`src/rtl/sd_xfer_pkg.sv`:
```
package sd_xfer_pkg;
    typedef enum logic [1:0] {
        XS_IDLE  = 2'd0,
        XS_READ  = 2'd1,
        XS_WRITE = 2'd2,
        XS_GAP   = 2'd3
    } xfer_st_e;

    localparam int STAT_W  = 16;
    localparam int RD_BIT  = 9;
    localparam int WR_BIT  = 8;
    localparam int DAT_BIT = 2;
    localparam int IRQ_N   = 2;
    localparam int IRQ_TC  = 0;
    localparam int IRQ_BGE = 1;

    typedef struct packed {
        logic rd_cmd;
        logic wr_cmd;
        logic cont;
        logic rd_blk;
        logic wr_crc;
        logic stop;
    } xfer_evt_t;
endpackage

```
`src/rtl/sd_xfer_blkcnt.sv`:
```
module sd_xfer_blkcnt #(
    parameter int CW = 16
) (
    input  logic          clk,
    input  logic          rst_n,
    input  logic          load_i,
    input  logic [CW-1:0] load_val_i,
    input  logic          multi_i,
    input  logic          dec_i,
    output logic [CW-1:0] rem_o,
    output logic          last_o
);
    localparam logic [CW-1:0] ONE = CW'(1);

    typedef struct packed {
        logic [CW-1:0] rem;
    } cnt_s;

    cnt_s cnt_d, cnt_q;

    always_comb begin
        cnt_d = cnt_q;
        if (load_i) begin
            if (!multi_i || load_val_i == '0) cnt_d.rem = ONE;
            else                              cnt_d.rem = load_val_i;
        end else if (dec_i && cnt_q.rem != '0) begin
            cnt_d.rem = cnt_q.rem - ONE;
        end
    end

    always_ff @(posedge clk or negedge rst_n) begin
        if (!rst_n) cnt_q <= '0;
        else        cnt_q <= cnt_d;
    end

    assign rem_o  = cnt_q.rem;
    assign last_o = (cnt_q.rem == ONE);

    // a block is only ever counted while blocks remain
    p_no_underflow_r4: assert property (@(posedge clk) disable iff (!rst_n)
        dec_i |-> cnt_q.rem != '0);
    // a counted block lowers the count by exactly one
    p_dec_step_r4: assert property (@(posedge clk) disable iff (!rst_n)
        (dec_i && !load_i) |=> cnt_q.rem == $past(cnt_q.rem) - ONE);
endmodule

```
`src/rtl/sd_xfer_ctrl.sv`:
```
module sd_xfer_ctrl
    import sd_xfer_pkg::*;
(
    input  logic      clk,
    input  logic      rst_n,
    input  xfer_evt_t evt_i,
    input  logic      last_i,
    output logic      load_o,
    output logic      dec_o,
    output xfer_st_e  st_o,
    output logic      tc_evt_o,
    output logic      bge_evt_o
);
    typedef struct packed {
        xfer_st_e st;
        logic     dir_wr;
    } ctrl_s;

    ctrl_s ctl_d, ctl_q;
    logic  load_d, dec_d, tc_d, bge_d;

    always_comb begin
        ctl_d  = ctl_q;
        load_d = 1'b0;
        dec_d  = 1'b0;
        tc_d   = 1'b0;
        bge_d  = 1'b0;
        unique case (ctl_q.st)
            XS_IDLE, XS_GAP: begin
                if (evt_i.rd_cmd) begin
                    ctl_d.st     = XS_READ;
                    ctl_d.dir_wr = 1'b0;
                    load_d       = 1'b1;
                end else if (evt_i.wr_cmd) begin
                    ctl_d.st     = XS_WRITE;
                    ctl_d.dir_wr = 1'b1;
                    load_d       = 1'b1;
                end else if (ctl_q.st == XS_GAP && evt_i.cont) begin
                    ctl_d.st = ctl_q.dir_wr ? XS_WRITE : XS_READ;
                end
            end
            XS_READ: begin
                if (evt_i.rd_blk) begin
                    dec_d = 1'b1;
                    if (last_i) begin
                        ctl_d.st = XS_IDLE;
                        tc_d     = 1'b1;
                    end else if (evt_i.stop) begin
                        ctl_d.st = XS_GAP;
                        tc_d     = 1'b1;
                        bge_d    = 1'b1;
                    end
                end
            end
            XS_WRITE: begin
                if (evt_i.wr_crc) begin
                    dec_d = 1'b1;
                    if (last_i) begin
                        ctl_d.st = XS_IDLE;
                        tc_d     = 1'b1;
                    end else if (evt_i.stop) begin
                        ctl_d.st = XS_GAP;
                        bge_d    = 1'b1;
                    end
                end
            end
            default: ctl_d.st = XS_IDLE;
        endcase
    end

    always_ff @(posedge clk or negedge rst_n) begin
        if (!rst_n) ctl_q <= '{st: XS_IDLE, dir_wr: 1'b0};
        else        ctl_q <= ctl_d;
    end

    assign load_o    = load_d;
    assign dec_o     = dec_d;
    assign st_o      = ctl_q.st;
    assign tc_evt_o  = tc_d;
    assign bge_evt_o = bge_d;

    // a command end during an active transfer leaves the state alone
    p_cmd_ignored_r10: assert property (@(posedge clk) disable iff (!rst_n)
        (ctl_q.st == XS_READ && !evt_i.rd_blk) |=> ctl_q.st == XS_READ);
    // a resume goes back to the paused direction
    p_resume_dir_r9: assert property (@(posedge clk) disable iff (!rst_n)
        (ctl_q.st == XS_GAP && evt_i.cont && !evt_i.rd_cmd && !evt_i.wr_cmd)
        |=> ctl_q.st == (ctl_q.dir_wr ? XS_WRITE : XS_READ));
endmodule

```
`src/rtl/sd_xfer_irq.sv`:
```
module sd_xfer_irq #(
    parameter int N = 2
) (
    input  logic         clk,
    input  logic         rst_n,
    input  logic [N-1:0] set_i,
    input  logic [N-1:0] clr_i,
    input  logic [N-1:0] en_i,
    output logic [N-1:0] flag_o,
    output logic         irq_o
);
    typedef struct packed {
        logic [N-1:0] flag;
    } irq_s;

    irq_s irq_d, irq_q;

    always_comb begin
        irq_d = irq_q;
        for (int i = 0; i < N; i++) begin
            if (set_i[i])      irq_d.flag[i] = 1'b1;
            else if (clr_i[i]) irq_d.flag[i] = 1'b0;
        end
    end

    always_ff @(posedge clk or negedge rst_n) begin
        if (!rst_n) irq_q <= '0;
        else        irq_q <= irq_d;
    end

    assign flag_o = irq_q.flag;
    assign irq_o  = |(irq_q.flag & en_i);

    generate
        for (genvar g = 0; g < N; g++) begin : g_chk
            // a set flag stays set unless cleared
            p_sticky_r11: assert property (@(posedge clk) disable iff (!rst_n)
                (irq_q.flag[g] && !clr_i[g]) |=> irq_q.flag[g]);
            // a clear with no event in the same cycle drops the flag
            p_clear_r11: assert property (@(posedge clk) disable iff (!rst_n)
                (clr_i[g] && !set_i[g]) |=> !irq_q.flag[g]);
        end
    endgenerate
endmodule

```
`src/rtl/sd_xfer_activity.sv`:
```
module sd_xfer_activity
    import sd_xfer_pkg::*;
#(
    parameter int CNT_W = 16
) (
    input  logic              clk,
    input  logic              rst_n,
    input  logic              rd_cmd_end_i,
    input  logic              wr_cmd_end_i,
    input  logic              cont_req_i,
    input  logic              rd_blk_done_i,
    input  logic              wr_crc_stat_i,
    input  logic              stop_gap_i,
    input  logic              multi_blk_i,
    input  logic [CNT_W-1:0]  blk_cnt_i,
    input  logic [IRQ_N-1:0]  int_clr_i,
    input  logic [IRQ_N-1:0]  int_en_i,
    output logic [STAT_W-1:0] status_o,
    output logic [IRQ_N-1:0]  int_flag_o,
    output logic              irq_o
);
    xfer_evt_t      evt;
    xfer_st_e       st;
    logic           load, dec, last, tc_evt, bge_evt;
    logic [CNT_W-1:0] rem;
    logic [IRQ_N-1:0] irq_set;

    assign evt = '{rd_cmd: rd_cmd_end_i, wr_cmd: wr_cmd_end_i, cont: cont_req_i,
                   rd_blk: rd_blk_done_i, wr_crc: wr_crc_stat_i, stop: stop_gap_i};

    sd_xfer_ctrl i_ctrl (
        .clk       (clk),
        .rst_n     (rst_n),
        .evt_i     (evt),
        .last_i    (last),
        .load_o    (load),
        .dec_o     (dec),
        .st_o      (st),
        .tc_evt_o  (tc_evt),
        .bge_evt_o (bge_evt)
    );

    sd_xfer_blkcnt #(.CW(CNT_W)) i_cnt (
        .clk        (clk),
        .rst_n      (rst_n),
        .load_i     (load),
        .load_val_i (blk_cnt_i),
        .multi_i    (multi_blk_i),
        .dec_i      (dec),
        .rem_o      (rem),
        .last_o     (last)
    );

    always_comb begin
        irq_set          = '0;
        irq_set[IRQ_TC]  = tc_evt;
        irq_set[IRQ_BGE] = bge_evt;
    end

    sd_xfer_irq #(.N(IRQ_N)) i_irq (
        .clk    (clk),
        .rst_n  (rst_n),
        .set_i  (irq_set),
        .clr_i  (int_clr_i),
        .en_i   (int_en_i),
        .flag_o (int_flag_o),
        .irq_o  (irq_o)
    );

    always_comb begin
        status_o          = '0;
        status_o[RD_BIT]  = (st == XS_READ);
        status_o[WR_BIT]  = (st == XS_WRITE);
        status_o[DAT_BIT] = (st == XS_READ) || (st == XS_WRITE);
    end

    // read active falling always leaves transfer complete flagged
    p_rd_fall_tc_r5: assert property (@(posedge clk) disable iff (!rst_n)
        $fell(status_o[RD_BIT]) |-> int_flag_o[IRQ_TC]);
    // write stop at a gap flags the block gap event
    p_wr_gap_bge_r8: assert property (@(posedge clk) disable iff (!rst_n)
        (status_o[WR_BIT] && wr_crc_stat_i && stop_gap_i && rem != CNT_W'(1))
        |=> int_flag_o[IRQ_BGE] && !status_o[WR_BIT]);
    // an active transfer always owes at least one block
    p_rem_live_r4: assert property (@(posedge clk) disable iff (!rst_n)
        status_o[DAT_BIT] |-> rem != '0);
    // a read command end when idle starts a read
    p_rd_start_r2: assert property (@(posedge clk) disable iff (!rst_n)
        (!status_o[DAT_BIT] && rd_cmd_end_i) |=> status_o[RD_BIT] && status_o[DAT_BIT]);
endmodule

```
`config.mk`:
```
export PLATFORM = sky130hd
export DESIGN_NAME = sd_xfer_activity
export DESIGN_NICKNAME = d
export VERILOG_FILES = /design/src/rtl/sd_xfer_pkg.sv /design/src/rtl/sd_xfer_blkcnt.sv /design/src/rtl/sd_xfer_ctrl.sv /design/src/rtl/sd_xfer_irq.sv /design/src/rtl/sd_xfer_activity.sv
export SDC_FILE = /design/constraint.sdc
export NUM_CORES = 1
export LEC_CHECK = 0
export BUFFER_PORTS_ARGS = -buffer_cell sky130_fd_sc_hd__buf_2
export CAP_MARGIN = 5
export CELL_PAD_IN_SITES_DETAIL_PLACEMENT = 1
export CELL_PAD_IN_SITES_GLOBAL_PLACEMENT = 1
export CORE_AREA = 2 2 68 70
export CTS_CLUSTER_DIAMETER = 30
export DETAILED_ROUTE_END_ITERATION = 10
export DIE_AREA = 0 0 70 72
export GPL_ROUTABILITY_DRIVEN = 0
export PLACE_DENSITY_LB_ADDON = 0.1
export SYNTH_ARGS = -nofsm -noshare
export SYNTH_HDL_FRONTEND = slang
export SYNTH_SLANG_ARGS = --single-unit
```
`constraint.sdc`:
```
create_clock -name clk -period 2.3 [get_ports clk]
set_input_delay 0.69 -clock clk [delete_from_list [all_inputs] [get_ports clk]]
set_output_delay 0.69 -clock clk [all_outputs]
set_load 0.005 [all_outputs]
```
* Word-level counts from Yosys, hierarchy flattened *
Index checks and enable logic that the tools add are counted.

word-level totals
  bits in registers = 21
  input port bits = 29
  output and inout port bits = 19

cells by class
  add/sub/neg operators = 1
  equality and inequality tests = 7
  multiplexer cells = 33
  bitwise gates (word level) = 1
  reductions and logical operators = 16

operator list
  kind                                                   count
  2-to-1 mux 16 bit                                      3
  2-to-1 mux 1 bit                                       18
  equality test 16 x 1 -> 1 bit (second input constant)  1
  zero test 16 bit                                       1
  nonzero test 16 bit                                    1
  subtractor 16 x 1 -> 16 bit (second input constant)    1
  2-to-1 mux 2 bit                                       7
  nonzero test 2 bit                                     4
  one-hot mux 1 bit (2 select lines)                     3
  one-hot mux 2 bit (3 select lines)                     1
  equality test 2 bit (second input constant)            2
  != test 2 bit (second input constant)                  2
  != test 4 x 3 -> 1 bit (second input constant)         1
  OR reduction 2 bit                                     2
  2-to-1 mux 3 bit                                       1
  AND reduction 3 bit                                    1
  AND 2 bit                                              1
  equality test 2 x 1 -> 1 bit (second input constant)   1
  logical AND 1 bit                                      2
  zero test 2 bit                                        1
  logical OR 1 bit                                       2
  AND reduction 2 bit                                    1
  zero test 1 bit                                        1

* Logic depth before layout (Yosys ltp) *
  word-level depth = 6
  mapped depth = 8
  depth with buffers taken out = 7

* Cells and area by module *
From an unflattened synthesis, not the netlist that was laid out.

unflattened totals
  cells, all modules = 200
  area total of the unflattened synthesis = 1746.7 µm²

by module, submodules not included
  module            instances  cells an instance  area each (µm²)  seq. area each (µm²)
  sd_xfer_blkcnt    1          136                1196.1           400.4
  sd_xfer_ctrl      1          38                 330.3            75.1
  sd_xfer_activity  1          19                 137.6            0.0
  sd_xfer_irq       1          7                  82.6             50.0

* Least setup slack after synthesis *
Ideal clock, no wire load.

  path type = reg2reg
  start point = reg i_ctrl.ctl_q, in the netlist i_ctrl.st_o[0]
  end point = reg i_cnt.cnt_q, in the netlist i_cnt.rem_o[14]
  arrival = 1.804 ns
  path slack = 0.365 ns
  cell stages (with the launch flop) = 8
  buffers on the path = 1
  period minus slack after synthesis = 1.935 ns
  path through = dfrtp_1 > inv_1 > ha_1 > a21boi_1 > buf_2 > nand4_1 > o311ai_1 > o21ai_1

between the ends
  longest elaborated chain between the ends = 4
  elaborated cells on any way between the ends = 10
  classes of those cells = eq/ne (3); mux (3); reduce/logical (4)

RTL lines
  item                                                                      RTL line                                  RTL
  start: declaration                                                        sd_xfer_ctrl.sv:19                        ctrl_s ctl_d, ctl_q;
  start signal: assignment                                                  sd_xfer_ctrl.sv:72                        if (!rst_n) ctl_q <= '{st: XS_IDLE, dir_wr: 1'b0};
  start signal: assignment                                                  sd_xfer_ctrl.sv:73                        else ctl_q <= ctl_d;
  equality test 2 bit, or another cell as far along                         sd_xfer_ctrl.sv:28                        unique case (ctl_q.st)
  one-hot mux 1 bit (2 select lines) or OR reduction 2 bit (tied branches)  sd_xfer_ctrl.sv:28
  logical AND 1 bit or 2-to-1 mux 1 bit (tied branches)                     sd_xfer_blkcnt.sv:26, sd_xfer_ctrl.sv:28
  nonzero test 2 bit (no source line) or 2-to-1 mux 16 bit (tied branches)  n/a
  end signal: assignment                                                    sd_xfer_blkcnt.sv:33                      else cnt_q <= cnt_d;
  end: declaration                                                          sd_xfer_blkcnt.sv:19                      cnt_s cnt_d, cnt_q;

Several ways; a longest one is shown, not always the timed one.
A chain may end at the register's enable or synchronous reset.

* Worst setup path after layout *
  start point = reg i_ctrl.ctl_q, in the netlist i_ctrl.st_o[0]
  end point = reg i_cnt.cnt_q, in the netlist i_cnt.rem_o[0]

The elaborated chain is that of the path after synthesis.

==> run_results.csv <==
group,metric,value,unit
status,outcome,"complete, no violations",
run,max_cap_viol_count,0,
clock_tree,clkTransAtPathRegs,0.08,ns
synth,synth_edf_count,0,
global_route,antenna_found_initial,0,
floorplanning,dieArea,5040,um2
global_route,grt_pass1_wl,8120,um
routing,ant_nets,0,
clock_tree,root_buffer,"clkbuf_8",
routing,dr.pass1.iters,4,
routing,vias_per_cell,5.80,
synth,async_reset_ff_share,100,%
clock_tree,cts-htree-levels,1,
clock_tree,cts_num_sinks,21,
synth,synthFlopType,"dfrtp_1",
worst_setup_path,critPathArrivalTime,2.25,ns
clock_tree,cts_tree,"done",
timing,worst_pin_slew,0.510,ns
routing,drt_iter0_drc,40,
timing,max_freq,477,MHz
floorplanning,die_h,72,um
global_route,grt_overflow,0,
routing,m1WireLength,2000,um
worst_setup_path,worst_r2r_endpoint,"i_cnt.rem_o[0]",
placed_design,dp_hpwl,3820,um
worst_setup_path,slowest_delay,0.41,ns
finish,fin_area,1850,um2
global_route,grt_pass1_vias,1644,
synth,syn_area,1600,um2
finish,drive_gt1_share,25.8,%
routing,wl_met2,2510,um
worst_setup_path,r2r_cells,7,
worst_setup_path,required,2.46,ns
timing,max_slew_margin,66.0,%
finish,nets,254,
timing,setup_viol,0,
placed_design,port_buffers,34,
timing,setup_tns,0,ns
timing,hold_viol_final,0,
floorplanning,ios,48,
floorplanning,die_w,70,um
routing,vias,1559,
routing,avgRoutedWirePerCell,18.1,um
power,power.density,1360,nW/um2
worst_setup_path,crit_chain,"inv_1 > ha_1 > o21ba_2 > and2_2 > and2_1 > nor2b_1 > o22ai_1",
floorplanning,core.rowCount,24,
global_route,grt_max_degree,22,
synth,synth_seq_area_share,32.8,%
worst_setup_path,end_kind,"register",
clock_tree,clkLatencyLatePin,0.27,ns
synth,synth_cell_types,58,
synth,yosys_warnings,0,
clock_tree,hold_buffers,0,
hold_path,hold_class,"input pin to asynchronous set/reset pin",
timing,fin_worst_skew,0.00443,ns
synth,netlist_instances,179,
finish,antennaDiodeCount,0,
synth,synth.avg_cell_area,8.95,um2
worst_setup_path,r2r_start,"i_ctrl.st_o[0]",
power,leakage,0.883,nW
worst_setup_path,critPathMaxFanout,10,
timing,timing.final.max_slew_violations,0,
routing,dr_wl_met3,259,um
global_route,grt_usage,20.5,%
timing,fin_crit,2.10,ns
placed_design,dpl-instance-area,1810,um2
routing,drc,0,
synth,synth_seq_cells,21,
routing,totalWireLength,4860,um
power,ir_worst_vdd,0.495,mV
finish,syn2layout_area_growth,15.6,%
worst_setup_path,slowest_stage,"dfrtp_1",
floorplanning,start_util,37.6,%
routing,highest_layer,"met4",
timing,holdWs,0.378,ns
worst_setup_path,worstSetupPathType,"register to register",
timing,rsz0062_at_grt,"false",
clock_tree,cts_buffers,3,
timing,min_period_over_period,91.2,%
clock_tree,clock_path_buffers,2,
floorplanning,core,4260,um2
worst_setup_path,rrSetupSlack,0.20,ns
worst_setup_path,critPathLaunchType,"register",
[repair_timing]
action,CTS,global route
setup endpoints to repair,0,2
gates resized for setup,0,1
setup buffers,0,0
[flip-flops by register name, indices dropped and copies added, names as in the netlist]
signal,count
i_irq.flag_o,2
i_cnt.rem_o,16
i_ctrl.st_o,2
i_ctrl.ctl_q,1
[logic make-up after synthesis]
kind of cell | count (synthesis) | share of synthesized area [%]
flops | 21 | 32.8
xor+xnor | 3 | 1.64
buf+inv | 26 | 10.2
fa+ha+maj | 7 | 5.46
compound gates | 55 | 24.1
other cells | 1 | 0.234
simple gates | 66 | 25.5
[placed cells by master (no fill, tap or decap), drive strengths merged, types with 2 or more instances in the layout]
master    n
a21boi    2
a21oi    12
a22o      2
a2bb2oi   2
a31oi     6
and2      4
and3      5
buf      40
clkbuf    4
conb     13
dfrtp    21
ha        7
inv       8
nand2    16
nand3     3
nand3b    2
nand4     7
nor2     10
nor2b     3
nor3b     3
nor4      8
o211ai    2
o21ai     8
o22a      4
o22ai     2
o31ai     2
xor2      2
[metal layers]
metal,global-route usage [%],up-vias
met5,0,-
met2,37.7,62
li1,-,724
met4,7.26,0
met3,2.36,7
met1,24.9,766
[cell type report]
cell class	instances	area [um2]
Tap cell	52	65.1
Clock buffer	4	45.0
Multi-Input combinational cell	144	960
Sequential cell	21	526
Fill cell	537	2410
Inverter	8	30.0
Timing Repair Buffer	40	228
[how the worst max path moves through the flow]
stage	from	end	slack [ns]
6_report	i_ctrl.st_o[0]	i_cnt.rem_o[0]	0.20
3_3_place_gp	i_ctrl.st_o[0]	i_cnt.rem_o[0]	0.26
2_1_floorplan	i_ctrl.st_o[0]	i_cnt.rem_o[14]	0.36
5_1_grt	i_ctrl.st_o[0]	i_cnt.rem_o[0]	0.05
4_1_cts	i_ctrl.st_o[0]	i_cnt.rem_o[0]	0.11
3_5_place_dp	i_ctrl.st_o[0]	i_cnt.rem_o[0]	0.14
[report_power, final]
part	internal (mW)	total, mW	switching, mW
sequential	0.517	0.700	0.183
combinational	0.684	1.56	0.876
clock	0.124	0.259	0.135
total	1.33	2.52	1.19
[synth_stat cells (all sizes together), types with 3 or more instances]
| library cell | number | area [um2] |
|---|---|---|
| a21oi | 12 | 63.8 |
| a31oi | 6 | 37.5 |
| and2 | 4 | 25.0 |
| and3 | 5 | 31.3 |
| buf | 15 | 110 |
| clkbuf | 3 | 23.8 |
| dfrtp | 21 | 526 |
| ha | 7 | 87.6 |
| inv | 8 | 30.0 |
| nand2 | 16 | 60.1 |
| nand3 | 3 | 15.0 |
| nand4 | 7 | 50.1 |
| nor2 | 10 | 37.5 |
| nor2b | 3 | 26.3 |
| nor3b | 3 | 27.5 |
| nor4 | 8 | 77.6 |
| o21ai | 8 | 40.0 |
| o22a | 4 | 36.3 |
[stage by stage]
stage | util (%) | setup WS [ns] | instances | power (mW)
2_1_floorplan | - | 0.365 | 191 | 1.78
3_3_place_gp | 42.4 | 0.255 | 265 | 2.19
3_5_place_dp | 42.4 | 0.137 | 265 | 2.25
4_1_cts | 43.4 | 0.114 | 269 | 2.52
5_1_grt | 43.5 | 0.0463 | 269 | 2.75
6_report | 43.5 | 0.203 | 269 | 2.52
[critical path: cells and delay by family (launching register included)]
kind | cells | cell delay (ns)
AOI/OAI and AO/OA | 2 | 0.48
DFF | 1 | 0.41
and+or+nand+nor | 3 | 0.64
adders and majority gates | 1 | 0.39
buffers and inverters | 1 | 0.08
(Power assumes the default switching activity.)
